**config.mk**
```make
export PLATFORM = sky130hd
export DESIGN_NAME = dbg_watchpoint_gen
export DESIGN_NICKNAME = d
export VERILOG_FILES = /design/src/rtl/wpt_pkg.sv /design/src/rtl/wpt_event_merge.sv /design/src/rtl/wpt_gate_reg.sv /design/src/rtl/wpt_status_reg.sv /design/src/rtl/dbg_watchpoint_gen.sv
export SDC_FILE = /design/constraint.sdc
export NUM_CORES = 1
export LEC_CHECK = 0
export BUFFER_PORTS_ARGS = -buffer_cell sky130_fd_sc_hd__buf_4
export CORE_MARGIN = 10
export CORE_UTILIZATION = 40
export CTS_CLUSTER_DIAMETER = 50
export CTS_CLUSTER_SIZE = 16
export DETAILED_ROUTE_END_ITERATION = 10
export PLACE_DENSITY_LB_ADDON = 0.3
export SLEW_MARGIN = 5
export SYNTH_ARGS = -nofsm -noshare
export SYNTH_HDL_FRONTEND = slang
export SYNTH_SLANG_ARGS = --single-unit
```
**constraint.sdc**
```tcl
create_clock -name clk -period 1.3 [get_ports clk]
set_input_delay 0.195 -clock clk [delete_from_list [all_inputs] [get_ports clk]]
set_output_delay 0.195 -clock clk [all_outputs]
set_load 0.005 [all_outputs]
```
**src/rtl/wpt_pkg.sv**
```systemverilog
package wpt_pkg;
  // Default event-source counts
  localparam int unsigned IAC_DEF = 4;
  localparam int unsigned DAC_DEF = 2;
  localparam int unsigned CNT_DEF = 2;

  // Bit offset of each source group inside the merged event vector
  function automatic int unsigned dac_base(input int unsigned n_iac);
    return n_iac;
  endfunction

  function automatic int unsigned cnt_base(input int unsigned n_iac, input int unsigned n_dac);
    return n_iac + n_dac;
  endfunction

  typedef enum logic [1:0] {
    GATE_CLOSED  = 2'b00,
    GATE_OPEN    = 2'b01,
    GATE_SESSION = 2'b10
  } gate_state_e;
endpackage

```
**src/rtl/wpt_event_merge.sv**
```systemverilog
module wpt_event_merge #(
  parameter int unsigned IAC_N = 4,
  parameter int unsigned DAC_N = 2,
  parameter int unsigned CNT_N = 2,
  localparam int unsigned EVT_W = IAC_N + DAC_N + CNT_N
) (
  input  logic [IAC_N-1:0] iac_hit,
  input  logic [DAC_N-1:0] dac_hit,
  input  logic [CNT_N-1:0] cnt_hit,
  output logic [EVT_W-1:0] evt_vec
);
  import wpt_pkg::*;
  localparam int unsigned DAC_OFS = dac_base(IAC_N);
  localparam int unsigned CNT_OFS = cnt_base(IAC_N, DAC_N);

  // The position of each event fixes which watchpoint line it drives
  for (genvar gi = 0; gi < IAC_N; gi++) begin : g_iac
    assign evt_vec[gi] = iac_hit[gi];
  end
  for (genvar gd = 0; gd < DAC_N; gd++) begin : g_dac
    assign evt_vec[DAC_OFS + gd] = dac_hit[gd];
  end
  for (genvar gc = 0; gc < CNT_N; gc++) begin : g_cnt
    assign evt_vec[CNT_OFS + gc] = cnt_hit[gc];
  end
endmodule

```
**src/rtl/wpt_gate_reg.sv**
```systemverilog
module wpt_gate_reg #(
  parameter int unsigned W = 8
) (
  input  logic         clk,
  input  logic         rst,
  input  logic [W-1:0] evt_vec,
  input  logic         mode_int,
  input  logic         mode_ext,
  input  logic         sess_active,
  output logic [W-1:0] wpt_q
);
  import wpt_pkg::*;
  gate_state_e gate;

  always_comb begin
    if (!(mode_int || mode_ext)) gate = GATE_CLOSED;
    else if (sess_active)        gate = GATE_SESSION;
    else                         gate = GATE_OPEN;
  end

  always_ff @(posedge clk) begin
    if (rst) begin
      wpt_q <= '0;
    end else if (gate == GATE_OPEN) begin
      wpt_q <= evt_vec;
    end else begin
      wpt_q <= '0;
    end
  end
endmodule

```
**src/rtl/wpt_status_reg.sv**
```systemverilog
module wpt_status_reg #(
  parameter int unsigned W = 8
) (
  input  logic         clk,
  input  logic         rst,
  input  logic [W-1:0] evt_vec,
  input  logic [W-1:0] stat_en,
  output logic [W-1:0] req_q
);
  always_ff @(posedge clk) begin
    if (rst) req_q <= '0;
    else     req_q <= evt_vec & stat_en;
  end
endmodule

```
**src/rtl/dbg_watchpoint_gen.sv**
```systemverilog
module dbg_watchpoint_gen #(
  parameter int unsigned IAC_N = wpt_pkg::IAC_DEF,
  parameter int unsigned DAC_N = wpt_pkg::DAC_DEF,
  parameter int unsigned CNT_N = wpt_pkg::CNT_DEF,
  localparam int unsigned WPT_W = IAC_N + DAC_N + CNT_N
) (
  input  logic             clk,
  input  logic             rst,
  input  logic [IAC_N-1:0] iac_hit,
  input  logic [DAC_N-1:0] dac_hit,
  input  logic [CNT_N-1:0] cnt_hit,
  input  logic             mode_int,
  input  logic             mode_ext,
  input  logic             sess_active,
  input  logic             dbg_irq_en,
  input  logic [WPT_W-1:0] stat_en,
  output logic [WPT_W-1:0] wpt_o,
  output logic [WPT_W-1:0] stat_req_o
);
  logic [WPT_W-1:0] evt_vec;
  // Interrupt enable deliberately plays no part in either path
  logic irq_en_unused;
  assign irq_en_unused = dbg_irq_en;

  wpt_event_merge #(.IAC_N(IAC_N), .DAC_N(DAC_N), .CNT_N(CNT_N)) i_merge (
    .iac_hit (iac_hit),
    .dac_hit (dac_hit),
    .cnt_hit (cnt_hit),
    .evt_vec (evt_vec)
  );

  wpt_gate_reg #(.W(WPT_W)) i_gate (
    .clk         (clk),
    .rst         (rst),
    .evt_vec     (evt_vec),
    .mode_int    (mode_int),
    .mode_ext    (mode_ext),
    .sess_active (sess_active),
    .wpt_q       (wpt_o)
  );

  wpt_status_reg #(.W(WPT_W)) i_stat (
    .clk     (clk),
    .rst     (rst),
    .evt_vec (evt_vec),
    .stat_en (stat_en),
    .req_q   (stat_req_o)
  );
endmodule

```
* After elaboration in Yosys (flattened, before gate mapping) *
Index checks and enable logic that the tools add are counted.

operators by class
  add/subtract/negate cells = 0
  $mul = 0
  div/mod/pow operators = 0
  $lt $le $gt $ge = 0
  equality and inequality tests = 1
  shift-type cells = 0
  multiplexer cells = 2
  bitwise logic cells = 2
  reduce and logical (&&, ||, !) cells = 2

operators with widths
  operator            count
  $and 8x8->8         1
  $mux 2              2
  $eq 2x1->1 const B  1
  $reduce_or 2->1     1
  $logic_or 1x1->1    1
  $not 1->1           1

storage, ports and cells
  bits in registers = 16
  latch bits = 0
  RAM bits = 0
  bits in read-only memories = 0
  input port bits = 22
  output and inout port bits = 16
  memories kept = 0

* Logic depth before layout (Yosys ltp) *
Gate-level depths: netlist of the first run.

  depth after elaboration = 5
  gate-level depth with buffers = 3
  mapped depth without buffers = 2

* Modules after synthesis *
A second synthesis of the first run with hierarchy kept.

second synthesis, totals
  cells, all modules = 43
  area, all modules = 613.1 sq um

modules (own cells, without submodules)
  module           instances  cells each  area an instance (sq um)  sequential area each (sq um)
  wpt_gate_reg     1          19          322.8                     160.2
  wpt_status_reg   1          16          230.2                     160.2
  wpt_event_merge  1          8           60.1                      0.0

* Least setup slack after synthesis of the first run *
No wires, ideal clock.

  path kind = input to register
  start point = input rst
  end point = register i_gate.wpt_q[5]
  library setup time = 0.087 ns
  data arrival time = 0.653 ns
  data required time = 1.213 ns
  setup slack = 0.560 ns
  stages on the path = 3
  buffers on the path = 2
  cells stage by stage = buf_6 > buf_8 > nor4b_4

on the way
  word-level cells in the longest chain between the ends = 1

RTL lines
  what                       RTL line                 text
  start, declared            dbg_watchpoint_gen.sv:8  input logic rst,
  $reduce_or 2->1 (no line)  --
  end signal, assigned       wpt_gate_reg.sv:25       wpt_q <= evt_vec;
  end, declared              wpt_gate_reg.sv:10       output logic [W-1:0] wpt_q

No other way between the ends.
A chain may end at the register's enable or synchronous reset.

* Worst setup path in the final report of the first run *
  start point = register i_gate.wpt_q[2]
  end point = output wpt_o[2]

RTL lines
  what           RTL line                  text
  end, declared  dbg_watchpoint_gen.sv:17  output logic [WPT_W-1:0] wpt_o,

No word-level cell between the ends.

==> results.yml, run 1 <==
yosys:
  ys.warnings.count: 0
  ys_seq_area_frac: 0.5981
  ys_ff_latch: 16
  synth_nets: 66
  syn_area_sq_um: 535.5
  ys_types: 9
  synthCells: 44
  avgSynthCellArea_sq_um: 12.17
grt:
  grt_pass1_wl_mm: 2.042
  grt_pass1_vias: 442
  overflow: 0
  track_usage: 0.08157
  grt_max_degree: 17
  antenna_found_initial: 0
power_and_ir_drop:
  ir_worst_vdd_uv: 659.2
  p_per_area_mw_per_mm2: 1156
  leakage_nw: 0.3925
cells_and_area:
  multiInputGateArea_sq_um: 177.7
  drive_gt1_frac: 0.5432
  n_fill_cell: 100
  layout.nets: 104
  num_antenna_cells: 0
  area_growth_pct: 53.74
  seqCellArea_sq_um: 320.3
  final_area_sq_um: 823.3
timing:
  period_minus_slack_ns: 0.9132
  finalCritPeriodShare: 0.7024
  fin_tns_setup_ns: 0
  fmax_ghz: 1.095
  hold_violations: 0
  rsz0062_at_grt: "no"
  max-slew-margin-rel: 0.8147
  setup_viol: 0
  worstMarginPinSlew_ns: 0.2773
  finalMaxSlewViolations: 0
setup_path:
  critPathCapture: "wpt_o[2]"
  critPathTopFamily: "flip-flops"
  crit_type: "flip-flop to output port"
  worstSetupEndpointType: "output port"
  critPathSlowestCell: "dfxtp_1"
  cp.required_ns: 1.11
  cp_num_buf_inv: 1
  path_cells: "buf_4"
  crit_cells: 1
  crit_path_start: "i_gate.wpt_q[2]$_SDFF_PP0_"
  startpoint_type: "flip-flop"
  worst-path-max-fanout: 1
  arrival_ns: 0.72
  slowest_delay_ns: 0.32
floorplan:
  core_sq_mm: 0.001285
  start_util: 0.4167
  rows: 13
  die-area_sq_mm: 0.003202
  io_pins: 38
  die_h_microns: 56.59
  dieWidth_microns: 56.59
routing:
  drc: 0
  dr_total_vias: 425
  ant_nets: 0
  drtIter0Drc: 7
  drt-pass1-iter-count: 3
  wl_per_cell_microns: 13.50
  viasPerCell: 4.427
  routed_wl_mm: 1.296
clock_network:
  htreeDepth: 1
  clockBufferDepth: 2
  cts_tree: "yes"
  root_buffer: "clkbuf_4"
  path_clk_slew_ns: 0.09
  ctsHoldBuffers: 0
  numCtsBuffers: 3
  clock-sinks: 16
  cts_setup_buffers: 0
  cts_resized: 0
placed_design:
  port_buffers: 36
  gp_congestion: 0.7085
  placed_cell_area_sq_um: 787.0
job:
  max-cap-violations: 0
run_status:
  status: "finished, final reports clean"
hold_path:
  worstHoldPathType: "input pin to flip-flop"
-- registers in the layout, summed over array words and instances (netlist names) --
register      count
i_gate.wpt_q      8
i_stat.req_q      8
-- cell type report --
cell class                 count  share of cell area
multi-input combinational     25              0.2158
timing repair buffer          36              0.3283
clock buffer                   4             0.04407
tap                           15             0.02280
sequential                    16              0.3891
-- per-layer routing --
layer | track usage | vias to the layer above | wire length, microns
met5 | 0 | - | 0
met4 | 0.05155 | 0 | 0
met3 | 0.04494 | 0 | 124
met2 | 0.1238 | 22 | 623
met1 | 0.08492 | 184 | 548
li1 | - | 219 | -
-- through the flow --
step / std cells / util / hold slack, ns / power (mW) / setup slack (ns)
floorplan: 44 / - / 0.3088 / 0.5778 / 0.5603
global placement: 92 / 0.6125 / 0.4109 / 0.6499 / 0.5061
detailed placement: 92 / 0.6125 / 0.4141 / 0.6515 / 0.5097
CTS: 96 / 0.6407 / 0.1104 / 0.9733 / 0.3625
global route: 96 / 0.6407 / 0.1242 / 1.001 / 0.3482
finish: 96 / 0.6407 / 0.1255 / 0.9517 / 0.3868
-- synth_stat cells --
library cell | number | area (sq um)
nor4b_2 | 1 | 15.01
nand2_1 | 8 | 30.03
dfxtp_1 | 16 | 320.3
nor2_1 | 8 | 30.03
nor4b_4 | 2 | 47.55
buf_8 | 1 | 15.01
nor2_4 | 1 | 11.26
nor4b_1 | 5 | 43.79
buf_6 | 2 | 22.52
-- report_power, final --
| group | switching [mW] | internal (mW) |
|---|---|---|
| Sequential | 0.00489 | 0.509 |
| Combinational | 0.0475 | 0.0771 |
| Clock | 0.143 | 0.170 |
| Total | 0.196 | 0.756 |
-- placed cells by master, fill, tap and decap left out --
| cell type | synthesis | final |
|---|---|---|
| nor4b_4 | 2 | 2 |
| nor4b_1 | 5 | 5 |
| nor4b_2 | 1 | 1 |
| clkbuf_8 | 0 | 1 |
| nor2_1 | 8 | 8 |
| dfxtp_1 | 16 | 16 |
| buf_4 | 0 | 36 |
| clkbuf_4 | 0 | 3 |
| nor2_4 | 1 | 1 |
| nand2_1 | 8 | 8 |
-- worst min path at each step --
| stage | startpoint | to | cells after the start |
|---|---|---|---|
| after detailed placement | stat_en[4] | i_stat.req_q[4]$_SDFF_PP0_ | 3 |
| final | stat_en[4] | i_stat.req_q[4]$_SDFF_PP0_ | 3 |
| after CTS | stat_en[4] | i_stat.req_q[4]$_SDFF_PP0_ | 3 |
| after global routing | stat_en[6] | i_stat.req_q[6]$_SDFF_PP0_ | 3 |
| after floorplan | iac_hit[0] | i_stat.req_q[0]$_SDFF_PP0_ | 2 |
| after global placement | stat_en[6] | i_stat.req_q[6]$_SDFF_PP0_ | 3 |
-- kinds of logic (layout without fill, tap and decap cells) --
logic type | after synthesis | after routing | share of synthesized area
AND/OR/NAND/NOR | 25 | 25 | 0.3318
flip-flops | 16 | 16 | 0.5981
buffers and inverters | 3 | 40 | 0.07008
No activity file was read; power rests on OpenSTA's default activity.
==> run 2, diff against run 1 <==
- ABC_AREA: default -> 1
- CORE_UTILIZATION: 40 -> 34
- clock period: 1.3 -> 0.8 ns (I/O delays scaled with it)
==> run 2 against run 1 <==
Against the previous run:
- the flow now finishes with violations (negative setup slack)
- combinational power is 81% higher
- critical path depth stayed put
- final area is 10% higher
- sequential cell count stayed put
- via count is 6.4% higher
- first-iteration DRC count is 86% lower
- critical path type unchanged
- critical endpoint is now wpt_o[3]
- largest cell class unchanged
- largest power group unchanged
==> results.yml, run 2 <==
setup_path:
  crit_type: "flip-flop to output port"
  cp_num_buf_inv: 1
  arrival_ns: 0.71
  worst-path-max-fanout: 1
  critPathTopFamily: "flip-flops"
  crit_path_start: "i_gate.wpt_q[3]$_SDFF_PP0_"
  startpoint_type: "flip-flop"
  worstSetupEndpointType: "output port"
  critPathSlowestCell: "dfxtp_1"
  slowest_delay_ns: 0.31
  path_cells: "buf_4"
  cp.required_ns: 0.68
timing:
  setup_viol: 16
  finalWorstSetupSlack_ns: -0.02692
  period_minus_slack_ns: 0.8269
  rsz0062_at_grt: "yes"
  hold_violations: 0
  fmax_ghz: 1.209
  worstMarginPinSlew_ns: 0.1486
  max-slew-margin-rel: 0.9010
  finalCritPeriodShare: 1.034
  finalMaxSlewViolations: 0
  fin_tns_setup_ns: -0.3350
floorplan:
  die-area_sq_mm: 0.003562
  start_util: 0.3555
  dieWidth_microns: 59.69
  die_h_microns: 59.69
  core_sq_mm: 0.001506
  rows: 14
  io_pins: 38
yosys:
  ys_types: 10
  synth_nets: 76
  ys_ff_latch: 16
  synth_common_cells: "dfxtp_1, inv_1, nand2_1, nor2_1, nor2_2"
  syn_area_sq_um: 535.5
  synth_top_area_frac: 0.5981
  synth_edf_count: 0
  synthCells: 54
  ys_seq_area_frac: 0.5981
  avgSynthCellArea_sq_um: 9.917
  ys.warnings.count: 0
  synth_most_common_cell: "dfxtp_1"
  yosys-top-cells-area: "dfxtp_1, nor2_2, inv_1, nand2_1, nor2_1"
  synth_top_area_cell: "dfxtp_1"
  ys_async_sr_fraction: 0
  ys.flop_type: "dfxtp_1"
clock_network:
  cts_setup_buffers: 0
  cts_tree: "yes"
  numCtsBuffers: 3
  clock-sinks: 16
  root_buffer: "clkbuf_4"
  path_clk_slew_ns: 0.09
  htreeDepth: 1
  clockBufferDepth: 2
  ctsHoldBuffers: 0
placed_design:
  place_inst: 105
  gp_congestion: 0.5859
  port_buffers: 36
  dp_hpwl_mm: 1.137
routing:
  dr_total_vias: 452
  drtIter0Drc: 1
  drc: 0
  wl_per_cell_microns: 12.26
  viasPerCell: 4.147
  routed_wl_mm: 1.336
  drt-pass1-iter-count: 2
  ant_nets: 0
run_status:
  failed_checks: "negative setup slack"
  status: "complete, but fails checks"
cells_and_area:
  largestRegisters: "i_gate.wpt_q x8, i_stat.req_q x8"
  drive_gt1_frac: 0.6344
  num_antenna_cells: 0
  layout_commonest_cell: "buf_4"
  fin_cells: 109
  layout_common_cells: "buf_4, buf_6, inv_1"
  layout.nets: 116
  area_growth_pct: 69.16
hold_path:
  worstHoldPathType: "input pin to flip-flop"
  hp-start: "dac_hit[1]"
job:
  max-cap-violations: 0
power_and_ir_drop:
  ir_worst_vdd_uv: 870.4
  p_per_area_mw_per_mm2: 1739
  power_mw: 1.576
  leakage_nw: 0.4728
grt:
  antenna_found_initial: 0
  grt_pass1_vias: 466
  track_usage: 0.08063
  grt_pass1_wl_mm: 2.180
  overflow: 0
  grt_max_degree: 10
==> run 2: routing by layer <==
| metal | GRT usage | wire, microns | up-vias |
|---|---|---|---|
| met5 | 0 | 0 | - |
| met4 | 0.05769 | 27 | 0 |
| met3 | 0.02542 | 135 | 2 |
| met2 | 0.1353 | 719 | 22 |
| met1 | 0.08201 | 453 | 198 |
| li1 | - | - | 230 |
==> run 2: worst paths after layout <==
| kind | to | slack (ns) | depth (start not counted) |
|---|---|---|---|
| setup / recovery | wpt_o[3] | -0.03 | 1 |
| hold / removal | i_stat.req_q[5]$_SDFF_PP0_ | 0.06 | 3 |
==> run 2: area by class of cell <==
type,count,area (sq um)
clock buffers,4,36.28
multi-input cells,27,166.4
flip-flops and latches,16,330.3
well taps,16,20.02
fillers,136,600.6
inverters,10,37.54
repair buffers,36,315.3
==> run 2: what timing repair did <==
item / 4_1_cts / 5_1_grt
endpoints found under the setup margin: 16 / 16
endpoints found under the hold margin: 0 / 0
resized for setup: 2 / 18
==> run 2: power by group <==
group	leakage, nW	switching [mW]	internal (mW)	total [mW]
clock network	0.0210	0.232	0.276	0.509
logic	0.317	0.0884	0.137	0.226
registers	0.134	0.0115	0.830	0.841
total	0.473	0.332	1.24	1.58
==> run 2: kinds of logic after synthesis <==
| family | Yosys count | share of synthesized area |
|---|---|---|
| simple gates | 27 | 0.3107 |
| flops | 16 | 0.5981 |
| buf+inv | 11 | 0.09113 |
==> run 2: per-stage QoR <==
step | util | setup WS [ns] | instance area (sq um) | hold slack [ns]
2_1_floorplan | - | 0.2452 | 535.5 | 0.2338
3_3_place_gp | 0.5407 | 0.1549 | 814.5 | 0.3308
3_5_place_dp | 0.5407 | 0.1414 | 814.5 | 0.3448
4_1_cts | 0.5698 | -0.04486 | 858.3 | 0.05018
5_1_grt | 0.6013 | -0.06646 | 905.9 | 0.04533
6_report | 0.6013 | -0.02692 | 905.9 | 0.05851
==> run 3, diff against run 2 <==
==> constraint.sdc (replaced) <==
create_clock -name clk -period 0.8 [get_ports clk]
set_input_delay 0.04 -clock clk [delete_from_list [all_inputs] [get_ports clk]]
set_output_delay 0.04 -clock clk [all_outputs]
set_load 0.005 [all_outputs]
==> run 3 against run 2 <==
Against the previous run:
- utilization grew 7.3 points
- cell count grew 15%
- the run now ends clean
- largest power group unchanged
- largest cell class is now buffers
- count of clock-buffer cells in the layout is the same
- worst setup slack gained 0.065 ns
==> results.yml, run 3 (synthesis results as in run 2) <==
setup_path:
  cp.required_ns: 0.76
  worstSetupEndpointType: "output port"
  arrival_ns: 0.72
  crit_type: "flip-flop to output port"
  worst-path-max-fanout: 1
  slowest_delay_ns: 0.32
  startpoint_type: "flip-flop"
  critPathSlowestCell: "dfxtp_1"
  path_cells: "buf_4"
  critPathTopFamily: "flip-flops"
  cp_num_buf_inv: 1
timing:
  fin_tns_setup_ns: 0
  hold_violations: 0
  period_minus_slack_ns: 0.7624
  whs_ns: 0.03058
  rsz0062_at_grt: "no"
  max-slew-margin-rel: 0.8997
  setup_viol: 0
  finalMaxSlewViolations: 0
  worstMarginPinSlew_ns: 0.1504
  finalCritPeriodShare: 0.9530
  fmax_ghz: 1.312
clock_network:
  clock-sinks: 16
  cts_setup_buffers: 0
  numCtsBuffers: 3
  path_clk_slew_ns: 0.09
  clockBufferDepth: 2
  root_buffer: "clkbuf_4"
  htreeDepth: 1
  cts_tree: "yes"
cells_and_area:
  num_antenna_cells: 0
  n_fill_cell: 129
  layout.nets: 132
  drive_gt1_frac: 0.4771
  area_growth_pct: 89.72
  largestRegisters: "i_gate.wpt_q x8, i_stat.req_q x8"
  layout_commonest_cell: "buf_4"
  final_util: 0.6744
  layout_common_cells: "buf_4, dlygate4sd3_1, dfxtp_1, inv_1"
routing:
  ant_nets: 0
  drc: 0
  dr_total_vias: 515
  viasPerCell: 4.120
  drt-pass1-iter-count: 3
  drtIter0Drc: 5
  routed_wl_mm: 1.566
  wl_per_cell_microns: 12.53
floorplan:
  dieWidth_microns: 59.69
  core_sq_mm: 0.001506
  io_pins: 38
  start_util: 0.3555
  rows: 14
  die-area_sq_mm: 0.003562
  die_h_microns: 59.69
power_and_ir_drop:
  pwr-share-comb: 0.172
  ir_worst_vdd_uv: 865.2
  p_per_area_mw_per_mm2: 1609
  clock_power_share: 0.317
  p_int_mw: 1.280
  switching_share: 0.2171
  leakage_nw: 0.5278
  power_frac_seq: 0.511
  p_switching_mw: 0.3549
grt:
  grt_max_degree: 10
  track_usage: 0.09761
  antenna_found_initial: 0
  grt_pass1_vias: 576
  grt_pass1_wl_mm: 2.670
  overflow: 0
placed_design:
  port_buffers: 36
  gp_congestion: 0.5859
  dp_hpwl_mm: 1.137
run_status:
  status: "finished, final reports clean"
hold_path:
  worstHoldPathType: "input pin to flip-flop"
job:
  max-cap-violations: 0
[run 3: cell count changes in the layout (fill, tap and decap cells not counted), sizes merged]
cell	change
dlygate4sd3	+16
[run 3: repair_timing]
action / 4_1_cts / 5_1_grt
hold buffers: 15 / 1
hold endpoints to repair: 13 / 1
gates resized for setup: 0 / 2
setup endpoints to repair: 0 / 1
[run 3: layer usage]
metal	up-vias	track usage	wire length [microns]
li1	261	-	-
met1	230	0.09280	550
met2	22	0.1735	837
met3	2	0.03602	151
met4	0	0.05769	27
met5	-	0	0
[run 3: worst paths after layout]
path	start	endpoint	slack, ns	cells past startpoint
max	i_stat.req_q[6]$_SDFF_PP0_	stat_req_o[6]	0.04	1
min	rst	i_stat.req_q[5]$_SDFF_PP0_	0.03	2
[run 3: metrics by stage]
step | worst slack [ns] | total power, mW | instances | cell area (sq um)
after floorplan | 0.3252 | 0.9348 | 54 | 535.5
after detailed placement | 0.2214 | 1.070 | 105 | 814.5
after CTS | 0.03514 | 1.644 | 124 | 1001
after global routing | 0.0003721 | 1.718 | 125 | 1016
after global placement | 0.2349 | 1.065 | 105 | 814.5
final | 0.03762 | 1.634 | 125 | 1016
[run 3: layout make-up]
type,count,area (sq um),share of cell area
inverter,10,37.54,0.03695
clock buffer,4,36.28,0.03571
timing repair buffer,52,434.2,0.4273
sequential,16,321.6,0.3165
multi-input combinational,27,166.4,0.1638
tap,16,20.02,0.01970
[run 3: power by group through the flow]
stage                     combinational, mW  sequential (mW)  clock (mW)
after global placement                0.213            0.852           0
after global routing                  0.308            0.838       0.571
after floorplan                      0.0774            0.857           0
after detailed placement              0.217            0.853           0
after CTS                             0.277            0.834       0.532
final                                 0.281            0.836       0.518
